--- config.mk ---
export PLATFORM = sky130hd
export DESIGN_NAME = sync_serial_master
export DESIGN_NICKNAME = d
export VERILOG_FILES = /design/src/rtl/sser_pkg.sv /design/src/rtl/sser_fifo.sv /design/src/rtl/sser_ctrl.sv /design/src/rtl/sser_datapath.sv /design/src/rtl/sync_serial_master.sv
export SDC_FILE = /design/constraint.sdc
export NUM_CORES = 1
export LEC_CHECK = 0
export CORE_MARGIN = 4
export CORE_UTILIZATION = 40
export DETAILED_ROUTE_END_ITERATION = 8
export DONT_BUFFER_PORTS = 1
export HOLD_SLACK_MARGIN = 0.1
export SETUP_SLACK_MARGIN = 0.3
export SLEW_MARGIN = 20
export SYNTH_ARGS = -nofsm -noshare
export SYNTH_HDL_FRONTEND = slang
export SYNTH_HIERARCHICAL = 1
export SYNTH_SLANG_ARGS = --single-unit
--- constraint.sdc ---
create_clock -name clk -period 3.5 [get_ports clk]
set_clock_uncertainty 0.2 [all_clocks]
set_input_delay 0.35 -clock clk [delete_from_list [all_inputs] [get_ports clk]]
set_output_delay 0.35 -clock clk [all_outputs]
set_load 0.01 [all_outputs]
--- src/rtl/sser_pkg.sv ---
package sser_pkg;

  typedef enum logic [1:0] {
    FMT_SPI = 2'd0,
    FMT_TI  = 2'd1,
    FMT_MW  = 2'd2,
    FMT_RSV = 2'd3
  } fmt_t;

  typedef enum logic [2:0] {
    ST_IDLE,
    ST_LEAD,
    ST_XFER,
    ST_RESP,
    ST_GAP
  } state_t;

  // strobes from control to datapath
  typedef struct packed {
    logic load;     // pop tx FIFO into shifter, clear rx shifter
    logic loadCmd;  // load 8-bit command alignment instead of word alignment
    logic sample;   // take miso into rx shifter
    logic shift;    // advance tx shifter
    logic push;     // deliver rx shifter to rx FIFO
  } strobe_t;

endpackage

--- src/rtl/sser_fifo.sv ---
module sser_fifo #(
  parameter int W     = 16,
  parameter int DEPTH = 8,
  localparam int AW   = $clog2(DEPTH)
) (
  input  logic         clk,
  input  logic         rstN,
  input  logic         push,
  input  logic         pop,
  input  logic [W-1:0] din,
  output logic [W-1:0] head,
  output logic         empty,
  output logic         full
);
  logic [W-1:0] mem [DEPTH];
  logic [AW-1:0] wrPtr, rdPtr;
  logic [AW:0] count;
  logic doPush, doPop;

  assign doPush = push && !full;
  assign doPop  = pop && !empty;
  assign empty  = (count == '0);
  assign full   = (count == (AW+1)'(DEPTH));
  assign head   = mem[rdPtr];

  always_ff @(posedge clk) begin
    if (doPush) mem[wrPtr] <= din;
  end

  always_ff @(posedge clk or negedge rstN) begin
    if (!rstN) begin
      wrPtr <= '0;
      rdPtr <= '0;
      count <= '0;
    end else begin
      if (doPush) wrPtr <= (wrPtr == AW'(DEPTH-1)) ? '0 : wrPtr + 1'b1;
      if (doPop)  rdPtr <= (rdPtr == AW'(DEPTH-1)) ? '0 : rdPtr + 1'b1;
      case ({doPush, doPop})
        2'b10:   count <= count + 1'b1;
        2'b01:   count <= count - 1'b1;
        default: count <= count;
      endcase
    end
  end
endmodule

--- src/rtl/sser_ctrl.sv ---
module sser_ctrl
  import sser_pkg::*;
#(
  parameter int W  = 16,
  parameter int PW = 8,
  localparam int LW = $clog2(W)
) (
  input  logic          clk,
  input  logic          rstN,
  input  logic          enable,
  input  logic [1:0]    fmtIn,
  input  logic [LW-1:0] lenIn,
  input  logic [PW-1:0] pre,
  input  logic [PW-1:0] div,
  input  logic          txEmpty,
  output strobe_t       st,
  output logic [LW-1:0] loadLen,
  output logic          sclk,
  output logic          frameSel,
  output logic          mosiEn,
  output logic          busy
);
  localparam logic [LW-1:0] MIN_LEN  = LW'(3);
  localparam logic [LW-1:0] CMD_LAST = LW'(7);

  state_t state;
  fmt_t fmtQ, effFmt;
  logic phaseHi, tick, start, running, rxPhase;
  logic [LW-1:0] slot, lenQ, effLen, lastSlot;
  logic [PW-1:0] preCnt, divCnt;

  assign effLen = (lenIn < MIN_LEN) ? MIN_LEN : lenIn;
  always_comb begin
    case (fmtIn)
      2'd1:    effFmt = FMT_TI;
      2'd2:    effFmt = FMT_MW;
      default: effFmt = FMT_SPI;
    endcase
  end

  assign running  = (state != ST_IDLE);
  assign start    = (state == ST_IDLE) && enable && !txEmpty;
  assign tick     = running && (preCnt == pre) && (divCnt == div);
  assign lastSlot = (state == ST_XFER && fmtQ == FMT_MW) ? CMD_LAST : lenQ;
  assign rxPhase  = (state == ST_XFER && fmtQ != FMT_MW) || (state == ST_RESP);

  // prescaler then divider; both restart at every frame
  always_ff @(posedge clk or negedge rstN) begin
    if (!rstN) begin
      preCnt <= '0;
      divCnt <= '0;
    end else if (!running) begin
      preCnt <= '0;
      divCnt <= '0;
    end else if (preCnt == pre) begin
      preCnt <= '0;
      divCnt <= (divCnt == div) ? '0 : divCnt + 1'b1;
    end else begin
      preCnt <= preCnt + 1'b1;
    end
  end

  always_ff @(posedge clk or negedge rstN) begin
    if (!rstN) begin
      state   <= ST_IDLE;
      phaseHi <= 1'b0;
      slot    <= '0;
      fmtQ    <= FMT_SPI;
      lenQ    <= LW'(7);
    end else begin
      case (state)
        ST_IDLE: if (start) begin
          fmtQ    <= effFmt;
          lenQ    <= effLen;
          phaseHi <= 1'b0;
          slot    <= '0;
          state   <= (effFmt == FMT_TI) ? ST_LEAD : ST_XFER;
        end
        ST_LEAD: if (tick) begin
          phaseHi <= !phaseHi;
          if (phaseHi) state <= ST_XFER;
        end
        ST_XFER, ST_RESP: if (tick) begin
          phaseHi <= !phaseHi;
          if (phaseHi) begin
            if (slot == lastSlot) begin
              slot  <= '0;
              state <= (state == ST_XFER && fmtQ == FMT_MW) ? ST_RESP : ST_GAP;
            end else begin
              slot <= slot + 1'b1;
            end
          end
        end
        ST_GAP: if (tick) state <= ST_IDLE;
        default: state <= ST_IDLE;
      endcase
    end
  end

  always_comb begin
    st.load    = start;
    st.loadCmd = (effFmt == FMT_MW);
    st.sample  = tick && !phaseHi && rxPhase;
    st.shift   = tick && phaseHi && (state == ST_XFER);
    st.push    = tick && phaseHi && rxPhase && (slot == lastSlot);
  end

  assign loadLen  = effLen;
  assign sclk     = phaseHi && (state == ST_LEAD || state == ST_XFER || state == ST_RESP);
  assign frameSel = (fmtQ == FMT_TI) ? (state == ST_LEAD)
                                     : !(state == ST_XFER || state == ST_RESP);
  assign mosiEn   = (state == ST_XFER);
  assign busy     = running;
endmodule

--- src/rtl/sser_datapath.sv ---
module sser_datapath
  import sser_pkg::*;
#(
  parameter int W     = 16,
  parameter int DEPTH = 8,
  localparam int LW   = $clog2(W)
) (
  input  logic          clk,
  input  logic          rstN,
  input  strobe_t       st,
  input  logic [LW-1:0] loadLen,
  input  logic          txPush,
  input  logic [W-1:0]  txWord,
  input  logic          rxPop,
  input  logic          overrunClr,
  input  logic          miso,
  output logic          mosiBit,
  output logic [W-1:0]  rxWord,
  output logic          txEmpty,
  output logic          txFull,
  output logic          rxEmpty,
  output logic          rxFull,
  output logic          rxOverrun
);
  logic [W-1:0] txHead, txShift, rxShift;

  sser_fifo #(.W(W), .DEPTH(DEPTH)) txFifo (
    .clk(clk), .rstN(rstN), .push(txPush), .pop(st.load), .din(txWord),
    .head(txHead), .empty(txEmpty), .full(txFull)
  );

  sser_fifo #(.W(W), .DEPTH(DEPTH)) rxFifo (
    .clk(clk), .rstN(rstN), .push(st.push), .pop(rxPop), .din(rxShift),
    .head(rxWord), .empty(rxEmpty), .full(rxFull)
  );

  always_ff @(posedge clk or negedge rstN) begin
    if (!rstN) begin
      txShift   <= '0;
      rxShift   <= '0;
      rxOverrun <= 1'b0;
    end else begin
      if (st.load)
        txShift <= st.loadCmd ? {txHead[7:0], {(W-8){1'b0}}}
                              : txHead << (LW'(W-1) - loadLen);
      else if (st.shift)
        txShift <= {txShift[W-2:0], 1'b0};
      if (st.load)        rxShift <= '0;
      else if (st.sample) rxShift <= {rxShift[W-2:0], miso};
      if (st.push && rxFull) rxOverrun <= 1'b1;
      else if (overrunClr)   rxOverrun <= 1'b0;
    end
  end

  assign mosiBit = txShift[W-1];
endmodule

--- src/rtl/sync_serial_master.sv ---
module sync_serial_master
  import sser_pkg::*;
#(
  parameter int W     = 16,
  parameter int DEPTH = 8,
  parameter int PW    = 8,
  localparam int LW   = $clog2(W)
) (
  input  logic          clk,
  input  logic          rstN,
  input  logic          cfgEnable,
  input  logic [1:0]    cfgFormat,
  input  logic [LW-1:0] cfgLenCode,
  input  logic [PW-1:0] cfgPrescale,
  input  logic [PW-1:0] cfgDivider,
  input  logic          txPush,
  input  logic [W-1:0]  txWord,
  input  logic          rxPop,
  output logic [W-1:0]  rxWord,
  input  logic          overrunClr,
  output logic          txEmpty,
  output logic          txNotFull,
  output logic          rxNotEmpty,
  output logic          rxFull,
  output logic          busy,
  output logic          rxOverrun,
  output logic          sclk,
  output logic          mosi,
  input  logic          miso,
  output logic          frameSel
);
  strobe_t st;
  logic [LW-1:0] loadLen;
  logic mosiEn, mosiBit, txFull, rxEmpty;

  sser_ctrl #(.W(W), .PW(PW)) ctrl (
    .clk(clk), .rstN(rstN), .enable(cfgEnable), .fmtIn(cfgFormat),
    .lenIn(cfgLenCode), .pre(cfgPrescale), .div(cfgDivider),
    .txEmpty(txEmpty), .st(st), .loadLen(loadLen), .sclk(sclk),
    .frameSel(frameSel), .mosiEn(mosiEn), .busy(busy)
  );

  sser_datapath #(.W(W), .DEPTH(DEPTH)) dp (
    .clk(clk), .rstN(rstN), .st(st), .loadLen(loadLen), .txPush(txPush),
    .txWord(txWord), .rxPop(rxPop), .overrunClr(overrunClr), .miso(miso),
    .mosiBit(mosiBit), .rxWord(rxWord), .txEmpty(txEmpty), .txFull(txFull),
    .rxEmpty(rxEmpty), .rxFull(rxFull), .rxOverrun(rxOverrun)
  );

  assign txNotFull  = !txFull;
  assign rxNotEmpty = !rxEmpty;
  assign mosi       = mosiEn && mosiBit;
endmodule

==> results of run 1 <==
[through the flow]
stage	worst slack, ps	utilization	hold WS, ps	power, µW	instances
CTS	308	0.472	103	13400	1509
global placement	193	0.429	-141	9180	1405
detailed placement	154	0.429	-140	9230	1405
finish	359	0.480	144	13500	1536
global route	209	0.480	165	14200	1536
floorplan	93.4	-	-146	8250	902
[cell type report]
class | instances | area share
timing repair buffer | 97 | 0.0474
clock inverter | 24 | 0.0148
antenna | 2 | 0.000276
multi-input combinational | 487 | 0.302
clock buffer | 46 | 0.0541
inverter | 30 | 0.00622
tap | 511 | 0.0353
sequential | 339 | 0.540
[flip-flops by register name, indices dropped and copies added (netlist names)]
name,flops
dp/rxFifo/mem,128
dp/txFifo/mem,128
dp/rxShift,16
dp/txShift,16
ctrl/divCnt,8
ctrl/preCnt,8
ctrl/lenQ,4
ctrl/slot,4
dp/rxFifo/count,4
dp/txFifo/count,4
ctrl/state,3
dp/rxFifo/rdPtr,3
dp/rxFifo/wrPtr,3
dp/txFifo/rdPtr,3
dp/txFifo/wrPtr,3
ctrl/fmtQ,2
ctrl/phaseHi,1
dp/rxOverrun,1
[worst max path at each step]
| stage | slack, ps | depth (start not counted) | endpoint | startpoint |
|---|---|---|---|---|
| 5_1_grt | 210 | 11 | dp/rxFifo/count[3] | ctrl/preCnt[5] |
| 3_5_place_dp | 150 | 11 | dp/rxFifo/count[3] | ctrl/fmtQ[0] |
| 3_3_place_gp | 190 | 11 | dp/rxFifo/count[3] | ctrl/fmtQ[0] |
| 4_1_cts | 310 | 10 | dp/txFifo/count[3] | dp/txFifo/count[3] |
| 2_1_floorplan | 90 | 7 | dp/rxFifo/mem[2][0] | ctrl/preCnt[2] |
| 6_report | 360 | 8 | dp/txShift[11] | dp/txFifo/rdPtr[0] |
[per-layer routing]
layer | wire [µm] | global-route usage | vias to the layer above
li1 | - | - | 3791
met1 | 13600 | 0.197 | 4235
met2 | 15700 | 0.252 | 126
met5 | 0 | 0 | -
met3 | 1020 | 0.0275 | 37
met4 | 512 | 0.0349 | 0
[cell usage in the layout (no fill, tap or decap), types with 11 or more instances in the layout]
master | netlist | final
nand2_1 | 27 | 27
a21oi_1 | 12 | 12
ha_1 | 17 | 13
mux2_2 | 57 | 55
nor2_1 | 44 | 44
mux2i_1 | 35 | 35
mux4_1 | 55 | 55
nor2b_1 | 12 | 11
nand3_1 | 14 | 14
edfxtp_1 | 256 | 256
nor3b_1 | 12 | 12
mux4_2 | 22 | 22
dlygate4sd3_1 | 0 | 28
xor2_1 | 25 | 22
clkbuf_16 | 0 | 38
dfrtp_1 | 80 | 72
o22ai_1 | 11 | 11
o21ai_0 | 16 | 16
buf_4 | 2 | 64
inv_1 | 29 | 29
nor3_2 | 1 | 11
[cell families (layout without fill, tap and decap cells)]
| group | after synthesis | count (layout) | synth area share |
|---|---|---|---|
| compound gates | 94 | 94 | 0.0481 |
| xor+xnor | 30 | 30 | 0.0171 |
| mux | 173 | 173 | 0.194 |
| buf+inv | 76 | 197 | 0.0258 |
| simple gates | 171 | 171 | 0.0628 |
| flops | 339 | 339 | 0.636 |
| fa+ha+maj | 19 | 19 | 0.0164 |
| other cells | 0 | 2 | 0 |
[worst reg2reg max path: stages (launching register included)]
cell and delay (ps):
dfrtp_2 430, buf_12 180, buf_4 130, mux4_2 490, mux2_2 320, mux4_2 490
mux2_2 280, a221oi_1 330, o22ai_1 140
[where the power goes]
part,total (µW),internal [µW],switching (µW)
Combinational,4250,2120,2130
Clock,3960,2380,1570
Sequential,5260,4830,423
[what timing repair did]
| action | CTS | global route |
|---|---|---|
| endpoints found under the hold margin | 242 | 0 |
| hold buffers | 29 | 0 |
| gates resized for setup | 7 | 18 |
| endpoints found under the setup margin | 1 | 5 |
| pin swaps | 6 | 14 |
| buffers inserted | 5 | 25 |
==> flow_summary.json, run 1 <==
{
  "coreArea_um2": 37800,
  "path_clk_slew_ps": 60,
  "r2r_cells": 8,
  "placed_area_um2": 16200,
  "tns_ps": 0,
  "ys.flop_type": "edfxtp_1",
  "overflow": 0,
  "cp_num_buf_inv": 2,
  "drtPass1Iterations": 4,
  "async_flop_share": 0.245,
  "worst_setup_path_start_kind": "flop",
  "end_kind": "flop",
  "die_width_um": 204,
  "wl_per_cell_um": 20.1,
  "drt_iter0_drc": 389,
  "numPortBuffers": 0,
  "via_per_inst": 5.33,
  "cts_buffer_depth": 3,
  "drive_gt1_frac": 0.268,
  "synth_edf_count": 256,
  "path_delay_family": "multiplexers",
  "route.detailed.drc": 0,
  "worstReg2RegEnd": "dp/txShift[11]",
  "multiInputGateArea_um2": 5470,
  "first_global_vias": 8341,
  "synth_commonest_cells": "256 x edfxtp_1, 80 x dfrtp_1, 57 x mux2_2, 55 x mux4_1, 44 x nor2_1",
  "layout_min_cycle_time_ps": 3140,
  "nets": 1057,
  "synth.largest_area_cell": "edfxtp_1",
  "yosys.cell_count.top_type": "edfxtp_1",
  "crit_path_max_incr_delay_ps": 490,
  "hold_path_class": "in -> reg",
  "rrSetupSlack_ps": 360,
  "hold_viol": 0,
  "critical_path_class": "reg -> reg",
  "cts_root_buf": "clkbuf_16",
  "rsz0062_at_grt": "yes",
  "area_delta_synth_final_pct": 17.9,
  "ys_ff_latch": 339,
  "die_h_um": 204,
  "ant_nets": 0,
  "maxSlewViolCount": 0,
  "period_share": 0.897,
  "fillers": 3188,
  "relSlewSlack": 0.316,
  "fmax_mhz": 318,
  "num_rows": 71,
  "hold_path_end": "dp/txShift[0]",
  "crit_slowest_cell": "mux4_2",
  "p_leak_uw": 0.00674,
  "regArea_um2": 9780,
  "clock-sinks": 339,
  "die_area_um2": 41600,
  "numCtsBuffers": 38,
  "ys_types": 77,
  "setup_violations": 0,
  "clock_latency_ps": 530,
  "r2r-start": "dp/txFifo/rdPtr[0]",
  "initial_utilization": 0.407,
  "critPathRequiredTime_ps": 3680,
  "grt_pass1_wl_um": 48600,
  "syn_avg_cell_area_um2": 17.0,
  "crit_path_cell_trace": "buf_12, buf_4, mux4_2, mux2_2, mux4_2, mux2_2, a221oi_1, o22ai_1",
  "power_density_nw_per_um2": 743,
  "cts_tree": "built",
  "worstMarginPinSlew_ps": 1020,
  "dp_hpwl_um": 18200,
  "fin_area_um2": 18100,
  "yosysWarnings": 6,
  "yosysTopAreaCellShare": 0.500,
  "boundaryPins": 70,
  "synth_fp_nets": 966,
  "cp_max_fo": 15,
  "grt_max_degree": 84,
  "synthTopCellsByArea": "edfxtp_1 50%, dfrtp_1 13%, mux4_1 9.4%, mux2_2 4.2%, mux4_2 3.2%",
  "maxCapViolCount": 0,
  "ir_drop_v": 0.000487,
  "htreeDepth": 2,
  "gp_congestion": 0.788,
  "cp.arrival_ps": 3320,
  "via_count": 8189,
  "drt_wl_total_um": 30900,
  "status": "finished, final reports clean",
  "syn_area_um2": 15400,
  "ys_seq_area_frac": 0.636,
  "track_usage": 0.147,
  "antenna_found_initial": 2,
  "hold_depth": 4,
  "syn-instance-count": 902,
  "min_from": "cfgLenCode[3]"
}
No activity file was read; power rests on OpenSTA's default activity.
==> inputs of run 2 (changes only) <==
CORE_UTILIZATION = 45   (was 40)
clock period = 2.8 ns   (was 3.5 ns; I/O delays follow)
==> run 2 against run 1 <==
  * The run now ends with negative setup slack left
  * Flip-flop and latch count stayed put
  * Sequential share of layout area is 4.2 points lower
  * Maximum frequency is 2.8% higher
  * Non-clock buffer count is 100 higher
  * Critical path depth stayed put
  * Die area is 11% lower
  * Cell count is 1.8% higher
==> flow_summary.json, run 2 (synthesized netlist as in run 1, its figures left out) <==
{
  "whs_ps": 136,
  "cts_root_buf": "clkbuf_16",
  "crit_path_cell_trace": "buf_6, buf_12, mux4_2, mux2_4, mux4_2, mux4_2, nor2_1, o22ai_1",
  "hold_path_class": "in -> async",
  "htreeDepth": 2,
  "fillers": 2583,
  "p_leak_uw": 0.00740,
  "power.switching_uw": 5550,
  "wl_per_cell_um": 21.0,
  "ant_nets": 0,
  "dp_hpwl_um": 18600,
  "die_h_um": 193,
  "via_count": 8501,
  "ir_drop_v": 0.000669,
  "path_clk_slew_ps": 60,
  "utilization": 0.584,
  "setup_slack_ps": -254,
  "instances_no_fill": 1564,
  "coreArea_um2": 33600,
  "gp_congestion": 0.814,
  "crit_path_max_incr_delay_ps": 510,
  "drtPass1Iterations": 5,
  "final_cell_mix": "256 x edfxtp_1, 95 x buf_4, 77 x dfrtp_1",
  "via_per_inst": 5.44,
  "status": "finished with violations",
  "numCtsBuffers": 36,
  "final_common_cell": "edfxtp_1",
  "path_delay_family": "multiplexers",
  "violations": "negative setup slack",
  "boundaryPins": 70,
  "route.detailed.drc": 0,
  "rrSetupSlack_ps": -250,
  "worst_setup_path_start_kind": "flop",
  "pwr-share-clk": 0.261,
  "setup_violations": 92,
  "dp_slack_ps": -285,
  "area_delta_synth_final_pct": 27.8,
  "numPortBuffers": 0,
  "track_usage": 0.180,
  "cp.arrival_ps": 3240,
  "cp_common_cell": "mux4_2",
  "end_kind": "flop",
  "first_global_vias": 8828,
  "layout_min_cycle_time_ps": 3050,
  "r2r_cells": 8,
  "dp_cells": 1411,
  "grt_max_degree": 84,
  "num_rows": 67,
  "cts_buffer_depth": 3,
  "tns_ps": -6700,
  "maxCapViolCount": 0,
  "initial_utilization": 0.457,
  "grt_pass1_wl_um": 51600,
  "critical_path_class": "reg -> reg",
  "drt_iter0_drc": 502,
  "critPathRequiredTime_ps": 2990,
  "maxSlewViolCount": 0,
  "cp_num_buf_inv": 2,
  "power.internal_uw": 13000,
  "antenna_found_initial": 0,
  "die_area_um2": 37200,
  "fmax_mhz": 327,
  "n_antenna_cell": 0,
  "drt_wl_total_um": 32900,
  "crit_slowest_cell": "mux4_2",
  "drive_gt1_frac": 0.386,
  "clock-sinks": 339,
  "swShare": 0.299,
  "cts_tree": "built",
  "cp_max_fo": 8,
  "hold_viol": 0,
  "nets": 1155,
  "period_share": 1.09,
  "worstMarginPinSlew_ps": 1020,
  "relSlewSlack": 0.318,
  "p_seq_frac": 0.347,
  "rsz0062_at_grt": "yes",
  "overflow": 0,
  "die_width_um": 193,
  "worstReg2RegEnd": "dp/txShift[15]",
  "power_density_nw_per_um2": 947,
  "r2r-start": "dp/txFifo/rdPtr[0]",
  "power.share.combinational": 0.392,
  "clock_latency_ps": 520,
  "reg_top3": "dp/rxFifo/mem (128), dp/txFifo/mem (128)"
}
==> run 2: changes by cell type in the layout (fill, tap and decap cells not counted), moves of 9 or more <==
cell	delta
buf_12	+21
buf_16	+9
buf_4	+31
buf_6	+31
mux2_2	-34
mux2_4	+34
mux4_1	-38
mux4_2	+38
==> run 2: repair_timing <==
action,4_1_cts,5_1_grt
buffers inserted,31,17
hold buffers,31,0
setup endpoints to repair,182,188
cloned,9,2
pin swaps,30,24
gates resized for setup,102,42
hold endpoints to repair,248,0
==> run 2: routing by layer <==
layer  wire [µm]  GRT usage  up-vias
met5           0          0        -
met4         565     0.0400        0
met3        1220     0.0271       49
met2       17200      0.318      160
met1       13900      0.235     4335
li1            -          -     3957
==> run 2: worst register-to-register path, cell delays in order, from the launching register on <==
cell and delay, ps:
dfrtp_2 460, buf_6 130, buf_12 130, mux4_2 520
mux2_4 300, mux4_2 500, mux4_2 490, nor2_1 120
o22ai_1 70
==> run 2: power groups by stage <==
stage	clock network, µW	logic (µW)	registers [µW]
after global placement	0	5760	6500
after CTS	4990	6990	6440
after global routing	5220	7860	6510
final	4850	7290	6450
after floorplan	0	4020	6490
after detailed placement	0	5820	6520
==> run 2: area by class of cell <==
type	instances	area (µm²)	share of cell area
multi-input cells	487	5720	0.291
flip-flops and latches	339	9770	0.498
inverters	30	113	0.00574
clock buffers	50	1060	0.0538
well taps	448	561	0.0285
repair buffers	197	2240	0.114
clock inverters	13	175	0.00892
==> run 2: worst max-delay path by stage <==
| stage | startpoint | to | slack (ps) | cells after the start |
|---|---|---|---|---|
| 6_report | dp/txFifo/rdPtr[0] | dp/txShift[15] | -250 | 8 |
| 5_1_grt | ctrl/divCnt[0] | dp/rxFifo/count[3] | -370 | 13 |
| 4_1_cts | ctrl/divCnt[2] | dp/rxFifo/count[3] | -300 | 12 |
| 3_5_place_dp | ctrl/divCnt[1] | dp/rxFifo/count[3] | -280 | 12 |
| 3_3_place_gp | ctrl/divCnt[1] | dp/rxFifo/count[3] | -260 | 12 |
| 2_1_floorplan | ctrl/state[2] | dp/txFifo/count[3] | -320 | 12 |
==> run 2: metrics by stage <==
stage               instance area (µm²)  total power [µW]
finish                            19600             18600
floorplan                         15600             10500
detailed placement                16800             12300
global route                      19600             19600
global placement                  16800             12300
CTS                               19300             18400
==> inputs of run 3 (changes only) <==
clock period = 2.68 ns   (was 2.8 ns; I/O delays follow)
==> run 3 against run 2 <==
  * Global-route usage increased by 0.059 points
  * Final area increased by 0.57%
  * Highest routed layer unchanged
  * Clock power increased by 7.0%
  * Via count increased by 1.6%
  * The flow still finishes with violations (negative setup slack)
  * Combinational power increased by 1%
  * Sequential power increased by 4.3%
  * Die area unchanged
  * Critical endpoint is now dp/txShift[10]
  * Routed wire length increased by 0.97%
  * Worst hold slack got worse by 25 ps
  * Largest power group unchanged
  * Flip-flop and latch count unchanged
  * Clock-buffer cell count decreased by 2
  * Sequential share of layout area decreased by 0.27 points
==> flow_summary.json, run 3 (synthesized netlist as in run 1, its figures left out) <==
{
  "end_kind": "flop",
  "numPortBuffers": 0,
  "hold_viol": 0,
  "relSlewSlack": 0.403,
  "period_share": 1.13,
  "route.detailed.drc": 0,
  "setup_violations": 148,
  "cts_buffer_depth": 3,
  "track_usage": 0.180,
  "num_rows": 67,
  "drt_wl_total_um": 33200,
  "clock-sinks": 339,
  "final_common_cell": "edfxtp_1",
  "rsz0062_at_grt": "yes",
  "cts_tree": "built",
  "crit_path_max_incr_delay_ps": 500,
  "reg_top3": "dp/rxFifo/mem (128), dp/txFifo/mem (128)",
  "violations": "negative setup slack",
  "critPathRequiredTime_ps": 2860,
  "worstMarginPinSlew_ps": 893,
  "via_count": 8641,
  "setup_slack_ps": -345,
  "nets": 1170,
  "die_area_um2": 37200,
  "crit_slowest_cell": "mux4_2",
  "cp_num_buf_inv": 2,
  "p_leak_uw": 0.00744,
  "maxCapViolCount": 0,
  "cts_root_buf": "clkbuf_16",
  "dp_cells": 1417,
  "grt_max_degree": 84,
  "busiest_layer": "met2",
  "cp.arrival_ps": 3210,
  "htreeDepth": 2,
  "gp_congestion": 0.803,
  "cp_max_fo": 8,
  "fin_area_um2": 19700,
  "area_delta_synth_final_pct": 28.5,
  "fmax_mhz": 331,
  "use_met3": 0.0277,
  "layout_min_cycle_time_ps": 3030,
  "path_delay_family": "multiplexers",
  "crit_path_cell_trace": "buf_12, buf_16, mux4_2, mux2_4, mux2_4, mux4_2, a221oi_2, o22ai_1",
  "maxSlewViolCount": 0,
  "status": "finished with violations",
  "use_met1": 0.236,
  "antenna_found_initial": 2,
  "hold_path_class": "in -> reg",
  "initial_utilization": 0.457,
  "coreArea_um2": 33600,
  "drive_gt1_frac": 0.396,
  "via_per_inst": 5.45,
  "dp_hpwl_um": 18700,
  "numCtsBuffers": 37,
  "boundaryPins": 70,
  "drtPass1Iterations": 4,
  "first_global_vias": 9091,
  "overflow": 0,
  "worst_setup_path_start_kind": "flop",
  "power_density_nw_per_um2": 978,
  "fillers": 2524,
  "wl_per_cell_um": 21.0,
  "placed_area_um2": 16900,
  "die_h_um": 193,
  "die_width_um": 193,
  "rrSetupSlack_ps": -350,
  "clock_latency_ps": 520,
  "instances_no_fill": 1585,
  "grtUsageMet2": 0.319,
  "path_clk_slew_ps": 60,
  "final_cell_mix": "256 x edfxtp_1, 100 x buf_4, 77 x dfrtp_1",
  "ir_drop_v": 0.000687,
  "grt_pass1_wl_um": 52000,
  "ant_nets": 0,
  "drt_iter0_drc": 492,
  "critical_path_class": "reg -> reg"
}
-- run 3: changes by cell type in the layout (fill, tap and decap cells not counted), sizes merged --
| cell | change |
|---|---|
| inv | +1 |
| clkbuf | -1 |
| diode | +2 |
| dlygate4sd3 | +4 |
| bufinv | +1 |
| buf | +9 |
| clkinvlp | +3 |
| clkinv | +2 |
-- run 3: repair_timing --
item / 4_1_cts / 5_1_grt
hold buffers: 34 / 1
gates cloned: 8 / 2
pin swaps: 34 / 23
endpoints found under the hold margin: 250 / 13
endpoints found under the setup margin: 188 / 192
resized for setup: 121 / 44
buffers inserted: 42 / 11
-- run 3: final cells by class --
type,instances,area (µm²),area share
Antenna cell,2,5.00,0.000253
Clock buffer,48,1030,0.0521
Clock inverter,20,228,0.0115
Inverter,30,115,0.00583
Multi-Input combinational cell,487,5710,0.289
Sequential cell,339,9770,0.495
Tap cell,448,561,0.0284
Timing Repair Buffer,211,2320,0.118
-- run 3: worst paths after layout --
path	startpoint	end	depth (start not counted)
worst max-delay path	dp/txFifo/rdPtr[0]	dp/txShift[10]	8
worst min-delay path	cfgLenCode[2]	dp/txShift[4]	5
worst max register to register	dp/txFifo/rdPtr[0]	dp/txShift[10]	8
worst min register to register	dp/txShift[3]	dp/txShift[3]	2
max in group asynchronous	rstN	dp/rxFifo/rdPtr[0]	2
min in group asynchronous	rstN	dp/txFifo/rdPtr[0]	2
-- run 3: metrics by stage --
step           setup slack [ps]  TNS [ps]  utilization  power, µW  hold slack, ps
2_1_floorplan              -444    -26060            -      11000            -228
3_3_place_gp               -341     -6060        0.502      12900            -223
3_5_place_dp               -376     -7780        0.502      12900            -223
4_1_cts                    -331    -33880        0.576      19200            -349
5_1_grt                    -484    -50140        0.587      20400             146
6_report                   -345    -27580        0.587      19300             111
-- run 3: layer usage --
layer,share of wire,routed length (µm)
met5,0,0
met4,0.019,622
met3,0.030,1010
met2,0.53,17600
met1,0.42,14000
-- run 3: power breakdown --
| group | total, µW | switching (µW) | internal, µW |
|---|---|---|---|
| Combinational | 7390 | 3390 | 4010 |
| Clock | 5190 | 1990 | 3200 |
| Sequential | 6730 | 417 | 6310 |
-- run 3: tightest hold or removal path: stages --
cell and delay [ps]:
a21oi_1 100, a211oi_1 80, a31oi_4 150, buf_6 110, o22ai_2 60
